### config.mk
export PLATFORM = sky130hd
export DESIGN_NAME = dma_req_sequencer
export DESIGN_NICKNAME = d
export VERILOG_FILES = /design/src/rtl/dma_seq_pkg.sv /design/src/rtl/dma_chan_regs.sv /design/src/rtl/dma_prio_pick.sv /design/src/rtl/dma_xfer_engine.sv /design/src/rtl/dma_req_sequencer.sv
export SDC_FILE = /design/constraint.sdc
export NUM_CORES = 1
export LEC_CHECK = 0
export BUFFER_PORTS_ARGS = -buffer_cell sky130_fd_sc_hd__buf_2
export CORE_ASPECT_RATIO = 0.6
export CORE_MARGIN = 2
export CORE_UTILIZATION = 50
export CTS_CLUSTER_DIAMETER = 150
export CTS_CLUSTER_SIZE = 12
export DETAILED_ROUTE_END_ITERATION = 8
export GPL_ROUTABILITY_DRIVEN = 0
export GPL_TIMING_DRIVEN = 0
export PLACE_DENSITY = 0.73
export SKIP_LAST_GASP = 1
export SYNTH_ARGS = -nofsm -noshare
export SYNTH_HDL_FRONTEND = slang
export SYNTH_SLANG_ARGS = --single-unit
### constraint.sdc
create_clock -name clk -period 5.15 [get_ports clk]
set_input_delay 0.7725 -clock clk [delete_from_list [all_inputs] [get_ports clk]]
set_output_delay 0.7725 -clock clk [all_outputs]
set_load 0.03 [all_outputs]
### src/rtl/dma_seq_pkg.sv
package dma_seq_pkg;

   // engine phase
   typedef enum logic {
      ENG_IDLE = 1'b0,
      ENG_MOVE = 1'b1
   } eng_state_t;

endpackage

### src/rtl/dma_chan_regs.sv
module dma_chan_regs #(
   parameter int NUM_CH = 4,
   parameter int CNT_W  = 16,
   parameter int ADDR_W = 32,
   parameter int ASZ_W  = 4,
   parameter int CH_W   = 2
) (
   input  logic                             clk,
   input  logic                             rst_n,
   input  logic                             cfg_we,
   input  logic [CH_W-1:0]                  cfg_ch,
   input  logic [ADDR_W-1:0]                cfg_src,
   input  logic [ADDR_W-1:0]                cfg_dst,
   input  logic [CNT_W-1:0]                 cfg_count,
   input  logic [ASZ_W-1:0]                 cfg_arb,
   input  logic                             cfg_burst_only,
   input  logic                             busy,
   input  logic [CH_W-1:0]                  act_ch,
   input  logic                             item_acc,
   output logic [NUM_CH-1:0]                en,
   output logic [NUM_CH-1:0]                bonly,
   output logic [NUM_CH-1:0][CNT_W-1:0]     rem,
   output logic [NUM_CH-1:0][ASZ_W-1:0]     arb,
   output logic [NUM_CH-1:0][ADDR_W-1:0]    src,
   output logic [NUM_CH-1:0][ADDR_W-1:0]    dst,
   output logic [NUM_CH-1:0]                done
);

   for (genvar i = 0; i < NUM_CH; i++) begin : g_ch
      logic is_act;
      logic load;
      logic hit;

      assign is_act = (act_ch == CH_W'(i));
      // a write never lands on the channel being served
      assign load   = cfg_we && (cfg_ch == CH_W'(i)) && !(busy && is_act);
      assign hit    = item_acc && is_act;

      always_ff @(posedge clk or negedge rst_n) begin
         if (!rst_n) begin
            en[i]    <= 1'b0;
            bonly[i] <= 1'b0;
            rem[i]   <= '0;
            arb[i]   <= '0;
            src[i]   <= '0;
            dst[i]   <= '0;
            done[i]  <= 1'b0;
         end else begin
            done[i] <= hit && (rem[i] == CNT_W'(1));
            if (load) begin
               rem[i]   <= cfg_count;
               en[i]    <= (cfg_count != '0);
               arb[i]   <= cfg_arb;
               bonly[i] <= cfg_burst_only;
               src[i]   <= cfg_src;
               dst[i]   <= cfg_dst;
            end else if (hit) begin
               rem[i] <= rem[i] - CNT_W'(1);
               if (rem[i] == CNT_W'(1)) begin
                  en[i] <= 1'b0;
               end
            end
         end
      end
   end

endmodule

### src/rtl/dma_prio_pick.sv
module dma_prio_pick #(
   parameter int NUM_CH    = 4,
   parameter int CH_W      = 2,
   parameter bit LOW_FIRST = 1'b1
) (
   input  logic [NUM_CH-1:0] req,
   output logic              any,
   output logic [CH_W-1:0]   idx
);

   assign any = |req;

   if (LOW_FIRST) begin : g_low
      // scan downwards so the lowest index is written last
      always_comb begin
         idx = '0;
         for (int i = NUM_CH - 1; i >= 0; i--) begin
            if (req[i]) idx = CH_W'(i);
         end
      end
   end else begin : g_high
      always_comb begin
         idx = '0;
         for (int i = 0; i < NUM_CH; i++) begin
            if (req[i]) idx = CH_W'(i);
         end
      end
   end

endmodule

### src/rtl/dma_xfer_engine.sv
module dma_xfer_engine
   import dma_seq_pkg::*;
#(
   parameter int CNT_W   = 16,
   parameter int ASZ_W   = 4,
   parameter int CH_W    = 2,
   parameter int MAX_LOG = 10
) (
   input  logic             clk,
   input  logic             rst_n,
   input  logic             grant_any,
   input  logic [CH_W-1:0]  grant_ch,
   input  logic             grant_burst,
   input  logic [CNT_W-1:0] grant_rem,
   input  logic [ASZ_W-1:0] grant_arb,
   input  logic             xfer_ready,
   output logic             busy,
   output logic [CH_W-1:0]  act_ch,
   output logic             item_acc,
   output logic             last
);

   localparam int W = (CNT_W > MAX_LOG + 1) ? CNT_W : MAX_LOG + 1;

   eng_state_t       state_q;
   logic [CH_W-1:0]  ch_q;
   logic [W-1:0]     left_q;
   logic [ASZ_W-1:0] lg;
   logic [W-1:0]     bsz;
   logic [W-1:0]     rem_w;
   logic [W-1:0]     items;

   always_comb begin
      lg    = (grant_arb > ASZ_W'(MAX_LOG)) ? ASZ_W'(MAX_LOG) : grant_arb;
      bsz   = W'(1) << lg;
      rem_w = W'(grant_rem);
      if (grant_burst) begin
         items = (bsz < rem_w) ? bsz : rem_w;
      end else begin
         items = W'(1);
      end
   end

   assign busy     = (state_q == ENG_MOVE);
   assign act_ch   = ch_q;
   assign item_acc = busy && xfer_ready;
   assign last     = (left_q == W'(1));

   always_ff @(posedge clk or negedge rst_n) begin
      if (!rst_n) begin
         state_q <= ENG_IDLE;
         ch_q    <= '0;
         left_q  <= '0;
      end else begin
         case (state_q)
            ENG_IDLE: begin
               if (grant_any) begin
                  state_q <= ENG_MOVE;
                  ch_q    <= grant_ch;
                  left_q  <= items;
               end
            end
            default: begin
               if (item_acc) begin
                  left_q <= left_q - W'(1);
                  if (last) begin
                     state_q <= ENG_IDLE;
                  end
               end
            end
         endcase
      end
   end

endmodule

### src/rtl/dma_req_sequencer.sv
module dma_req_sequencer #(
   parameter int NUM_CH    = 4,
   parameter int CNT_W     = 16,
   parameter int ADDR_W    = 32,
   parameter int ASZ_W     = 4,
   parameter int MAX_LOG   = 10,
   parameter bit LOW_FIRST = 1'b1,
   localparam int CH_W     = (NUM_CH > 1) ? $clog2(NUM_CH) : 1
) (
   input  logic                 clk,
   input  logic                 rst_n,
   input  logic [NUM_CH-1:0]    single_req,
   input  logic [NUM_CH-1:0]    burst_req,
   input  logic                 cfg_we,
   input  logic [CH_W-1:0]      cfg_ch,
   input  logic [ADDR_W-1:0]    cfg_src,
   input  logic [ADDR_W-1:0]    cfg_dst,
   input  logic [CNT_W-1:0]     cfg_count,
   input  logic [ASZ_W-1:0]     cfg_arb,
   input  logic                 cfg_burst_only,
   output logic                 xfer_valid,
   input  logic                 xfer_ready,
   output logic [CH_W-1:0]      xfer_ch,
   output logic [ADDR_W-1:0]    xfer_src,
   output logic [ADDR_W-1:0]    xfer_dst,
   output logic [NUM_CH-1:0]    done,
   output logic [NUM_CH-1:0]    ch_en
);

   if (NUM_CH < 2) begin : g_bad_ch
      $error("NUM_CH must be at least 2");
   end
   if (CNT_W < 1) begin : g_bad_cnt
      $error("CNT_W must be positive");
   end
   if (MAX_LOG >= (1 << ASZ_W)) begin : g_bad_log
      $error("MAX_LOG must fit in the arbitration code");
   end

   logic [NUM_CH-1:0]             bonly;
   logic [NUM_CH-1:0][CNT_W-1:0]  rem;
   logic [NUM_CH-1:0][ASZ_W-1:0]  arb;
   logic [NUM_CH-1:0][ADDR_W-1:0] src;
   logic [NUM_CH-1:0][ADDR_W-1:0] dst;
   logic [NUM_CH-1:0]             elig;
   logic                          grant_any;
   logic [CH_W-1:0]               grant_ch;
   logic                          busy;
   logic [CH_W-1:0]               act_ch;
   logic                          item_acc;
   logic                          eng_last;

   for (genvar i = 0; i < NUM_CH; i++) begin : g_elig
      assign elig[i] = ch_en[i] && (burst_req[i] || (single_req[i] && !bonly[i]));
   end

   dma_chan_regs #(
      .NUM_CH (NUM_CH),
      .CNT_W  (CNT_W),
      .ADDR_W (ADDR_W),
      .ASZ_W  (ASZ_W),
      .CH_W   (CH_W)
   ) u_regs (
      .clk            (clk),
      .rst_n          (rst_n),
      .cfg_we         (cfg_we),
      .cfg_ch         (cfg_ch),
      .cfg_src        (cfg_src),
      .cfg_dst        (cfg_dst),
      .cfg_count      (cfg_count),
      .cfg_arb        (cfg_arb),
      .cfg_burst_only (cfg_burst_only),
      .busy           (busy),
      .act_ch         (act_ch),
      .item_acc       (item_acc),
      .en             (ch_en),
      .bonly          (bonly),
      .rem            (rem),
      .arb            (arb),
      .src            (src),
      .dst            (dst),
      .done           (done)
   );

   dma_prio_pick #(
      .NUM_CH    (NUM_CH),
      .CH_W      (CH_W),
      .LOW_FIRST (LOW_FIRST)
   ) u_pick (
      .req (elig),
      .any (grant_any),
      .idx (grant_ch)
   );

   dma_xfer_engine #(
      .CNT_W   (CNT_W),
      .ASZ_W   (ASZ_W),
      .CH_W    (CH_W),
      .MAX_LOG (MAX_LOG)
   ) u_eng (
      .clk         (clk),
      .rst_n       (rst_n),
      .grant_any   (grant_any),
      .grant_ch    (grant_ch),
      .grant_burst (burst_req[grant_ch]),
      .grant_rem   (rem[grant_ch]),
      .grant_arb   (arb[grant_ch]),
      .xfer_ready  (xfer_ready),
      .busy        (busy),
      .act_ch      (act_ch),
      .item_acc    (item_acc),
      .last        (eng_last)
   );

   assign xfer_valid = busy;
   assign xfer_ch    = act_ch;
   assign xfer_src   = src[act_ch];
   assign xfer_dst   = dst[act_ch];

endmodule

==> flow_summary_export.csv <==
group,metric,value,unit
drt,drtAntennaViolNets,0,
placed_design,pre_cts_ws,-0.325,ns
drt,post-route-drc-count,0,
cells_and_area,finalInstanceArea,0.0206,sq mm
grt,gr-total-overflow,0,
drt,drt-initial-drc-count,1713,
sta,rsz0062_at_grt,"false",
setup_path,crit_required,4.38,ns
synth,ys_seq_elements,367,
synth,avgSynthCellArea,9.29,sq um
setup_path,cpMostUsedCell,"clkbuf_1",
cells_and_area,syn_to_final_growth,13.9,%
cts,cts_tree,"done",
cts,cts_buffer_depth,3,
cells_and_area,nFillCells,3011,
drt,wirelength,55.2,mm
floorplanning,die_w,250,um
grt,grtUsageTotal,0.292,
sta,drv_slew,0,
placed_design,dp_cells,2600,
floorplanning,dieArea,0.0378,sq mm
job,drv_cap,0,
power_and_ir_drop,p_per_area,608,mW/mm^2
synth,synth_edf_count,0,
grt,grt_pass1_wl,84.9,mm
floorplanning,core,0.0353,sq mm
floorplanning,io_pins,174,
synth,ys_top_cells_by_area,"dfrtp_1, nand2_1, mux4_2, clkbuf_1, ha_1",
floorplanning,initial_core_util,0.513,
sta,timing.final.ws_setup,0.471,ns
hold_path,hold_class,"primary input to asynchronous set/reset pin",
status,status,"complete, no violations",
setup_path,setup.worst_path.start,"u_eng.act_ch[0]",
synth,yosys.area.top_type,"dfrtp_1",
placed_design,io_buffers,172,
synth,netlist-cell-type-count,75,
placed_design,post-dp-hpwl,39.2,mm
power_and_ir_drop,irDropWorstVdd,321,uV
cts,post-cts-setup-buffers,0,
sta,whs,0.214,ns
setup_path,timing.critical_path.slowest_cell_delay,0.78,ns
sta,tightest_slew,1.09,ns
floorplanning,die_h,151,um
sta,hold_violations,0,
setup_path,cp_max_fo,10,
grt,grt_pass1_vias,14995,
cts,cts_hold_buf,0,
cts,clkTransAtPathRegs,0.06,ns
synth,synth_top_area_frac,0.507,
cts,ctsRootBufferMaster,"clkbuf_16",
drt,wl_per_cell,20.9,um
cells_and_area,finalNetCount,2295,
setup_path,critPathSlowestCell,"clkbuf_1",
drt,vias_per_cell,5.90,
sta,finalSetupViolCount,0,
cells_and_area,final_cells,2642,
cts,clock_latency,0.54,ns
power_and_ir_drop,p_leak,10.1,nW
cts,numCtsBuffers,36,
sta,skew,0.0176,ns
synth,yosysWarnings,0,
sta,max_slew_margin,0.266,
synth,synth_area,0.0181,sq mm
setup_path,endpoint_kind,"primary output",
sta,fin_crit,4.68,ns
drt,dr.pass1.iters,7,
synth,seq_area_frac_synth,0.507,
grt,grt_max_degree,111,
setup_path,crit_chain,"clkbuf_1 > clkbuf_1 > buf_1 > mux4_2 > buf_2",
drt,num_vias,15591,
sta,finalCritPeriodShare,0.908,
setup_path,worstSetupStartpointType,"flip-flop",
setup_path,cp.arrival,3.91,ns
grt,antenna_found_initial,8,
synth,synthCells,1952,
sta,fmax,0.214,GHz
floorplanning,rows,53,
cells_and_area,drive_gt1_frac,0.153,
synth,ys.flop_type,"dfrtp_1",
placed_design,placed_area,0.0197,sq mm
setup_path,crit-reg2reg-launch,"u_regs.bonly[2]",
synth,synthArstFlopShare,1.00,
cts,cts_sinks,367,
cts,htree_levels,2,
setup_path,path_class,"flip-flop to primary output",
## power by group
group | leakage, nW | total, W | switching (W) | internal [W]
clock network | 0.455 | 0.00235 | 0.00110 | 0.00124
logic | 5.06 | 0.00545 | 0.00334 | 0.00212
registers | 4.55 | 0.00475 | 0.000836 | 0.00391
## sequential cells by signal, summed over array words and instances, names as in the netlist
signal	cells
u_regs.src	128
u_regs.bonly	4
u_eng.left_q	16
u_regs.rem	64
u_eng.busy	1
u_eng.act_ch	2
u_regs.en	4
u_regs.dst	128
u_regs.arb	16
u_regs.done	4
## final cells by class
type | instances | area, sq um | share of cell area
clock buffers | 36 | 901 | 0.0436
multi-input cells | 1446 | 8400 | 0.407
diodes | 3 | 7.51 | 0.000364
well taps | 467 | 584 | 0.0283
flip-flops and latches | 367 | 9180 | 0.445
repair buffers | 177 | 972 | 0.0471
inverters | 39 | 146 | 0.00709
clock inverters | 3 | 32.5 | 0.00158
plain buffers | 104 | 417 | 0.0202
## critical path, delay by kind of cell, from the launching register on
family / cells / cell delay (ns)
buffers and inverters: 4 / 2.30
DFF: 1 / 0.41
muxes: 1 / 0.64
## worst paths after layout
check	slack [ns]	to	cells after the start
hold reg to reg	0.47	u_regs.src[85]	2
setup / recovery	0.47	xfer_dst[18]	5
max in group asynchronous	3.49	u_regs.dst[32]	3
min in group clk	0.47	u_regs.src[85]	2
hold / removal	0.21	u_eng.left_q[15]	1
setup reg to reg	0.49	u_eng.left_q[3]	18
## synth_stat cells, drive strengths merged (11+ instances only)
cell type and count:
a21oi 30, a221o 16, buf 18, clkbuf 86
dfrtp 367, ha 25, inv 39, mux2i 11
mux4 79, nand2 909, nand2b 13, nand3 17
nor2 54, nor3 33, nor4 17, o211ai 26
o21ai 59, o311ai 19, or3 12
## layout by cell type (no fill, tap or decap), drive strengths merged, types with 30 or more instances in the layout
cell type	Yosys	final
o21ai	59	59
inv	39	40
nand2	909	909
a21oi	30	30
buf	18	195
nor2	54	54
mux4	79	79
dfrtp	367	367
nor3	33	33
clkbuf	86	122
## logic make-up after synthesis
| kind of cell | after synthesis | synth area share |
|---|---|---|
| DFF | 367 | 0.507 |
| AOI/OAI and AO/OA | 214 | 0.0855 |
| xor gates and xnor gates | 6 | 0.00290 |
| muxes | 92 | 0.105 |
| other | 1 | 0.000207 |
| buffers and inverters | 143 | 0.0309 |
| and+or+nand+nor | 1104 | 0.251 |
| adders and majority gates | 25 | 0.0173 |
## metrics by stage
step / utilization / total power [W] / TNS (ns)
2_1_floorplan: - / 0.00844 / 0
3_3_place_gp: 0.554 / 0.00992 / -1415.31
3_5_place_dp: 0.557 / 0.0101 / -2.64
4_1_cts: 0.584 / 0.0125 / 0
5_1_grt: 0.584 / 0.0133 / 0
6_report: 0.584 / 0.0126 / 0
## routing by layer
layer,GRT usage,share of wire
met1,0.433,0.44
met2,0.415,0.42
met3,0.0847,0.11
met4,0.0883,0.027
met5,0,0.00091
## timing repair
item / CTS / global route
endpoints found under the setup margin: 0 / 5
endpoints found under the hold margin: 0 / 0
resized for setup: 0 / 5
Note: power is estimated with default switching activity, not from simulation.
